==> src/rtl/fplogb_pkg.sv <==
package fplogb_pkg;

  localparam int unsigned DATA_W = 64;

  typedef enum logic [1:0] {
    SZ_ILLEGAL = 2'd0,
    SZ_HALF    = 2'd1,
    SZ_SINGLE  = 2'd2,
    SZ_DOUBLE  = 2'd3
  } fsize_e;

  typedef struct packed {
    logic [DATA_W-1:0] value;
    logic              invalid;
    logic              denorm;
  } logb_out_t;

  // Exponent field width for a format index (1 half, 2 single, 3 double).
  function automatic int unsigned exp_bits(int unsigned idx);
    case (idx)
      1:       return 5;
      2:       return 8;
      default: return 11;
    endcase
  endfunction

  // Fraction field width for a format index.
  function automatic int unsigned frac_bits(int unsigned idx);
    case (idx)
      1:       return 10;
      2:       return 23;
      default: return 52;
    endcase
  endfunction

  // Integer result width for a format index.
  function automatic int unsigned elem_bits(int unsigned idx);
    return 16 << (idx - 1);
  endfunction

  // Largest positive signed integer of a given width, sign-extended to 64 bits.
  function automatic logic [DATA_W-1:0] sat_max(int unsigned w);
    return (64'd1 << (w - 1)) - 64'd1;
  endfunction

  // Most negative signed integer of a given width, sign-extended.
  function automatic logic [DATA_W-1:0] sat_min(int unsigned w);
    return ~sat_max(w);
  endfunction

endpackage

==> src/rtl/fplogb_lzc.sv <==
module fplogb_lzc #(
  parameter int unsigned W  = 10,
  parameter int unsigned CW = $clog2(W + 1)
) (
  input  logic [W-1:0]  vec,
  output logic [CW-1:0] count
);
  // Scan upward; the highest set bit writes last and sets the count.
  always_comb begin
    count = CW'(W);
    for (int i = 0; i < W; i++) begin
      if (vec[i]) count = CW'(W - 1 - i);
    end
  end
endmodule

==> src/rtl/fplogb_fmt.sv <==
module fplogb_fmt
  import fplogb_pkg::*;
#(
  parameter int unsigned EW = 5,
  parameter int unsigned FW = 10,
  parameter int unsigned RW = 16,
  localparam int unsigned CW   = $clog2(FW + 1),
  localparam int unsigned BIAS = (1 << (EW - 1)) - 1
) (
  input  logic [EW+FW-1:0] bits_in,
  input  logic             flush,
  output logb_out_t        res
);
  logic [EW-1:0] expo;
  logic [FW-1:0] frac;
  logic [CW-1:0] lz;
  logic          exp_zero, exp_ones, frac_zero;

  assign expo      = bits_in[EW+FW-1:FW];
  assign frac      = bits_in[FW-1:0];
  assign exp_zero  = (expo == '0);
  assign exp_ones  = (expo == '1);
  assign frac_zero = (frac == '0);

  fplogb_lzc #(.W(FW), .CW(CW)) u_lzc (
    .vec   (frac),
    .count (lz)
  );

  always_comb begin
    res.value   = sat_min(RW);
    res.invalid = 1'b0;
    res.denorm  = 1'b0;
    if (exp_zero) begin
      if (!frac_zero && !flush) begin
        res.value = 64'(0) - 64'(BIAS) - 64'(lz);
      end else begin
        res.denorm  = !frac_zero;
        res.invalid = 1'b1;
      end
    end else if (exp_ones) begin
      if (frac_zero) res.value = sat_max(RW);
      else           res.invalid = 1'b1;
    end else begin
      res.value = 64'(expo) - 64'(BIAS);
    end
  end
endmodule

==> src/rtl/fp_logb_unit.sv <==
module fp_logb_unit
  import fplogb_pkg::*;
(
  input  logic        clk,
  input  logic        rst_n,
  input  logic        in_valid,
  input  logic [1:0]  size_sel,
  input  logic [63:0] operand,
  input  logic        lane_active,
  input  logic [63:0] merge_val,
  input  logic        ftz,
  input  logic        ftz_half,
  input  logic        flag_clr,
  output logic        out_valid,
  output logic [63:0] result,
  output logic        size_err,
  output logic        op_invalid,
  output logic        op_denorm,
  output logic        sticky_invalid,
  output logic        sticky_denorm
);
  localparam int unsigned NFMT = 3;

  logb_out_t fmt_out [NFMT];
  logb_out_t sel_out;

  for (genvar g = 0; g < NFMT; g++) begin : g_fmt
    localparam int unsigned EW = exp_bits(g + 1);
    localparam int unsigned FW = frac_bits(g + 1);
    localparam int unsigned RW = elem_bits(g + 1);
    logic flush_g;
    if (g == 0) begin : g_hflush
      assign flush_g = ftz_half;
    end else begin : g_mflush
      assign flush_g = ftz;
    end
    fplogb_fmt #(.EW(EW), .FW(FW), .RW(RW)) u_fmt (
      .bits_in (operand[EW+FW-1:0]),
      .flush   (flush_g),
      .res     (fmt_out[g])
    );
  end

  // Named events used by the datapath and visible to the checker.
  logic accept_req, illegal_req, raise_inv, raise_den;
  assign accept_req  = in_valid && (size_sel != SZ_ILLEGAL);
  assign illegal_req = in_valid && (size_sel == SZ_ILLEGAL);

  always_comb begin
    case (fsize_e'(size_sel))
      SZ_HALF:   sel_out = fmt_out[0];
      SZ_SINGLE: sel_out = fmt_out[1];
      SZ_DOUBLE: sel_out = fmt_out[2];
      default:   sel_out = '0;
    endcase
  end

  assign raise_inv = accept_req && lane_active && sel_out.invalid;
  assign raise_den = accept_req && lane_active && sel_out.denorm;

  always_ff @(posedge clk) begin
    if (!rst_n) begin
      out_valid      <= 1'b0;
      result         <= '0;
      size_err       <= 1'b0;
      op_invalid     <= 1'b0;
      op_denorm      <= 1'b0;
      sticky_invalid <= 1'b0;
      sticky_denorm  <= 1'b0;
    end else begin
      out_valid <= accept_req;
      size_err  <= illegal_req;
      if (accept_req) begin
        result     <= lane_active ? sel_out.value : merge_val;
        op_invalid <= raise_inv;
        op_denorm  <= raise_den;
      end
      if (flag_clr) begin
        sticky_invalid <= 1'b0;
        sticky_denorm  <= 1'b0;
      end else begin
        sticky_invalid <= sticky_invalid | raise_inv;
        sticky_denorm  <= sticky_denorm  | raise_den;
      end
    end
  end
endmodule

==> config.mk <==
export PLATFORM = sky130hd
export DESIGN_NAME = fp_logb_unit
export DESIGN_NICKNAME = d
export VERILOG_FILES = /design/src/rtl/fplogb_pkg.sv /design/src/rtl/fplogb_lzc.sv /design/src/rtl/fplogb_fmt.sv /design/src/rtl/fp_logb_unit.sv
export SDC_FILE = /design/constraint.sdc
export NUM_CORES = 1
export LEC_CHECK = 0
export BUFFER_PORTS_ARGS = -buffer_cell sky130_fd_sc_hd__buf_2
export CAP_MARGIN = 15
export CORE_UTILIZATION = 59
export CTS_CLUSTER_DIAMETER = 80
export CTS_CLUSTER_SIZE = 20
export DETAILED_ROUTE_END_ITERATION = 16
export PLACE_DENSITY = 0.86
export SYNTH_ARGS = -nofsm -noshare
export SYNTH_HDL_FRONTEND = slang
export SYNTH_HIERARCHICAL = 1
export SYNTH_SLANG_ARGS = --single-unit
export TNS_END_PERCENT = 1
==> constraint.sdc <==
create_clock -name clk -period 7.4 [get_ports clk]
set_clock_uncertainty 0.2 [all_clocks]
set_input_delay 1.48 -clock clk [delete_from_list [all_inputs] [get_ports clk]]
set_output_delay 1.48 -clock clk [all_outputs]
set_load 0.05 [all_outputs]
* Yosys cells after proc, flatten, opt, wreduce, memory -nomap -nowiden
Cells that the tools add are included.
** Storage, ports and cells
- Flip-flop bits (word level) :: 70
- Bits in latches :: 0
- Bits in writable memories :: 0
- Bits in read-only memories :: 0
- Bits of input ports :: 137
- Logic and storage cells :: 155
- Memories :: 0
** Cells by class
- Add/subtract/negate cells :: 6
- Multipliers :: 0
- Div/mod/pow operators :: 0
- Order comparisons :: 0
- Equality and inequality tests :: 6
- Shifts and indexed selects :: 0
- Muxes and demuxes :: 111
- Bitwise gates (word level) :: 3
- Reductions and logical operators :: 22
** Operators by type and width (count)
- $mux W64 :: 10
- $mux W6 :: 51
- $pmux W66 S3 :: 1
- $mux W65 :: 3
- $mux W5 :: 22
- $logic_not A52 Y1 :: 1
- $mux W4 :: 9
- $logic_not A23 Y1 :: 1
- $sub A11 B10 Y12 const B :: 1
- $sub A11 B7 Y12 const A :: 1
- $eq A11 B11 Y1 const B :: 1
- $logic_not A11 Y1 :: 1
- $logic_not A10 Y1 :: 1
- $mux W1 :: 10
- $sub A8 B6 Y9 const A :: 1
- $sub A8 B7 Y9 const B :: 1
- $eq A8 B8 Y1 const B :: 1
- $logic_and A1 B1 Y1 :: 8
- $logic_not A8 Y1 :: 1
- $mux W2 :: 4
- $sub A5 B4 Y6 const B :: 1
- $sub A5 B5 Y6 const A :: 1
- $eq A5 B5 Y1 const B :: 1
- $logic_not A1 Y1 :: 5
- other kinds (9) :: 11

* Longest topological paths before layout
- Depth in word-level cells :: 58
- Depth in mapped cells :: 14
- Mapped depth without buffers :: 14

* Hierarchy
Netlist, hierarchy kept.
** By module, submodules not included
- fp_logb_unit :: instances 1, cells each 477, area an instance 4319.1 um^2, sequential area each 1401.3 um^2
- fplogb_fmt at g_fmt[2].u_fmt :: instances 1, cells each 147, area an instance 1002.2 um^2, sequential area each 0.0 um^2
- fplogb_fmt at g_fmt[1].u_fmt :: instances 1, cells each 131, area an instance 922.1 um^2, sequential area each 0.0 um^2
- fplogb_fmt at g_fmt[0].u_fmt :: instances 1, cells each 96, area an instance 749.5 um^2, sequential area each 0.0 um^2
- fplogb_lzc at g_fmt[2].u_fmt.u_lzc :: instances 1, cells each 113, area an instance 625.6 um^2, sequential area each 0.0 um^2
- fplogb_lzc at g_fmt[1].u_fmt.u_lzc :: instances 1, cells each 42, area an instance 236.5 um^2, sequential area each 0.0 um^2
- fplogb_lzc at g_fmt[0].u_fmt.u_lzc :: instances 1, cells each 17, area an instance 97.6 um^2, sequential area each 0.0 um^2

* Worst setup path after synthesis
OpenSTA, ideal clock, no wires.
- Path kind :: input port to flip-flop
- Start point :: in operand[10]
- End point :: reg result[15]
- Arrival :: 5.300 ns
- Required time :: 7.106 ns
- Slack :: 1.806 ns
- Stages on the path :: 5
- Buffers on the path :: 0
- Path through :: ha_1 -> nand4_1 -> o21ai_0 -> a221oi_1 -> o31ai_1
** RTL lines
- start: declaration :: line fp_logb_unit.sv:8 : input logic [63:0] operand,
- end signal: assignment :: line fp_logb_unit.sv:74 : result <= lane_active ? sel_out.value : merge_val;
- end: declaration :: line fp_logb_unit.sv:15 : output logic [63:0] result,

==> metrics.txt <==
core area=13190 um2; total CTS buffers=9; slew margin rel.=33.31%; Layout area overhead=0.8181%; Final setup viols=0; #FFs+latches synth=70; utilization after layout=60.79%; area of the mapped netlist=7953 um2; reg2reg path depth=2; total track usage=28.76%; GPL Wtd Cong=0.9664; final WL=20530 um; final setup margin=2.323 ns; pwr dens=155.0 nW/um2; number of post-CTS setup repair buffers=0; status=finished clean; die width=118.1 um; Setup crit start kind=primary input; CTS tree=done; Tightest Pin Transition=0.9751 ns; # IOs=207; Top delay family on crit path=compound AO/OA/AOI/OAI gates; Peak VDD IR=0.09892 mV; Mapped Cells=1023; hpwl dp=13940 um; Leakage=3.229 nW; Hold Crit Depth=2; vias in the first global route=6772; commonest cells after routing, fill and taps aside=buf_2 (204), nand3_1 (84), o21ai_0 (80); Clock Latency Late Sink=0.33 ns; Place WS=2.047 ns; post-CTS resize count=0; CP Class=primary input to flip-flop; CP peak stage delay=0.86 ns; Most used DFF post-synth=dfxtp_1; worst r2r dst=result[15]$_SDFFE_PN0N_; via/cell ratio=6.540; Post-Syn Area per Cell=7.774 um2; Rows=42; clock net sink count=70; Seq. cell area=1401 um2; Root Driver=clkbuf_16; fraction of registers with async set/reset=0%; Clock transition at path regs=0.06 ns; yosys warns=6; Final Cycle Share=68.61%; CTS H-tree lvls=3; worst path required time=7.38 ns; Hold Path Sink=sticky_invalid$_SDFF_PP0_; WL per Instance=17.14 um; final hold vios=0; drt drc=0; worst hold path type=flip-flop to flip-flop; I/O Buffers=205; RSZ-0062 raised after global routing=no; share of cells above drive strength 1=32.13%; hold_buf cts=0; hold_sp=sticky_invalid$_SDFF_PP0_; syn nets=1170; die area=13950 um2; Seq/Total Area, Yosys=17.62%; initial core utilization=60.29%; setup TNS=0 ns; gr ovfl total=0; Die Span Y=118.1 um; Layout fillers=1239; first-pass GRT wire length=33620 um; Yosys cell types=79; fin nets=1163; antenna viol nets, final=0; Crit Path Max Fanout=13; initial DRC count=859; Critical R2R Launch=result[15]$_SDFFE_PN0N_; Post-synth EDFFs=0; WP buf/inv=3; Slew Limit Fails=0; clock buffer depth=2; initial antenna violation count=1; commonest non-fill, non-tap cell in the layout=buf_2; CP max-delay cell=a2111oi_0; Max Freq=0.1970 GHz; Crit path arrival time=5.06 ns; Worst R2R Setup Slack=6.56 ns; CP Cell Sequence=buf_2, nor4_1, o31ai_1, a21oi_1, o2111ai_1, a2111oi_0, inv_1, ha_1, nor3b_1, ha_1, inv_1, o22ai_1, mux2_2, a221oi_1, o31ai_1; Tmin final=5.077 ns; crit end category=flip-flop; Initial DRT Pass Iterations=7; total number of vias=7835; Max Cap Viol=0; largest net degree at the start of global routing=91; Multi-input gate area=4873 um2
[synth_stat cells (all sizes together), types with 2 or more instances]
library cell | n | share of area (%)
a2111oi | 3 | 0.33
and3 | 8 | 0.66
inv | 36 | 1.7
dfxtp | 70 | 18
mux2 | 66 | 9.6
nor2 | 56 | 2.6
o311a | 2 | 0.25
nor2b | 7 | 0.65
nor4b | 3 | 0.60
a31oi | 3 | 0.24
o21ai | 89 | 5.7
xnor2 | 3 | 0.33
or3b | 2 | 0.25
clkbuf | 31 | 1.5
nand3 | 85 | 5.3
o211ai | 8 | 0.93
a211oi | 2 | 0.19
nor4 | 40 | 3.6
o31ai | 67 | 6.3
buf | 201 | 18
ha | 10 | 1.6
xor2 | 13 | 1.4
a221oi | 66 | 7.8
and4 | 4 | 0.44
o21a | 4 | 0.38
a22oi | 4 | 0.44
nand2 | 22 | 1.0
or3 | 3 | 0.30
mux2i | 2 | 0.25
nor3b | 2 | 0.19
o31a | 2 | 0.22
nand2b | 4 | 0.31
nand4 | 10 | 0.79
a21boi | 2 | 0.19
o21bai | 4 | 0.38
o311ai | 4 | 0.44
o22ai | 14 | 1.1
or4 | 7 | 0.85
and2 | 4 | 0.31
nor3 | 17 | 1.1
a21oi | 24 | 1.5
o221ai | 2 | 0.30
or2 | 5 | 0.42
[power breakdown]
part / leakage [nW] / internal [mW] / total (mW) / switching, mW
combinational: 2.52 / 0.140 / 0.421 / 0.281
clock: 0.132 / 0.236 / 0.407 / 0.171
sequential: 0.575 / 0.402 / 0.414 / 0.0117
[worst min-delay path: stages, from the launching register on]
cell,delay [ns]
dfxtp_1,0.31
nand2_1,0.05
o21ai_1,0.05
[how the worst max path moves through the flow]
stage | endpoint | depth (start not counted) | startpoint | slack [ns]
floorplan | result[15]$_SDFFE_PN0N_ | 5 | operand[10] | 1.81
global placement | result[5]$_SDFFE_PN0N_ | 15 | operand[10] | 2.10
detailed placement | result[5]$_SDFFE_PN0N_ | 15 | operand[10] | 2.05
CTS | result[5]$_SDFFE_PN0N_ | 15 | operand[10] | 2.39
global route | result[5]$_SDFFE_PN0N_ | 15 | operand[10] | 1.95
finish | result[5]$_SDFFE_PN0N_ | 15 | operand[10] | 2.32
[routing by layer]
metal / global-route usage [%] / vias to the layer above / wire length (um)
li1: - / 3728 / -
met1: 39.02 / 3663 / 9168
met2: 46.80 / 389 / 9530
met3: 3.537 / 55 / 1315
met4: 9.936 / 0 / 516
met5: 0 / - / 0
[final cells by class]
class,count,area share [%]
clock inverters,5,0.4213
flip-flops and latches,70,17.48
multi-input cells,685,60.78
well taps,176,2.747
inverters,36,1.685
diodes,1,0.03121
clock buffers,11,3.027
repair buffers,214,13.83
[flip-flops by register name, indices dropped and copies added (netlist names)]
register,flops
op_denorm,1
op_invalid,1
out_valid,1
result,64
size_err,1
sticky_denorm,1
sticky_invalid,1
[stage by stage]
step	cells	total power, mW	cell area [um2]	hold slack, ns
CTS	1196	1.242	7995	0.2580
floorplan	1023	0.7845	7953	0.4577
global route	1198	1.296	8018	0.2853
detailed placement	1180	0.8366	7719	0.2436
finish	1198	1.242	8018	0.2530
global placement	1180	0.8290	7719	0.2335
[kinds of logic after synthesis]
group / synth area share, %
AOI/OAI and AO/OA: 28.02
xor gates and xnor gates: 1.762
muxes: 9.881
adders and majority gates: 1.573
buffers and inverters: 21.40
and+or+nand+nor: 19.74
DFF: 17.62
No activity file was read; power rests on OpenSTA's default activity.
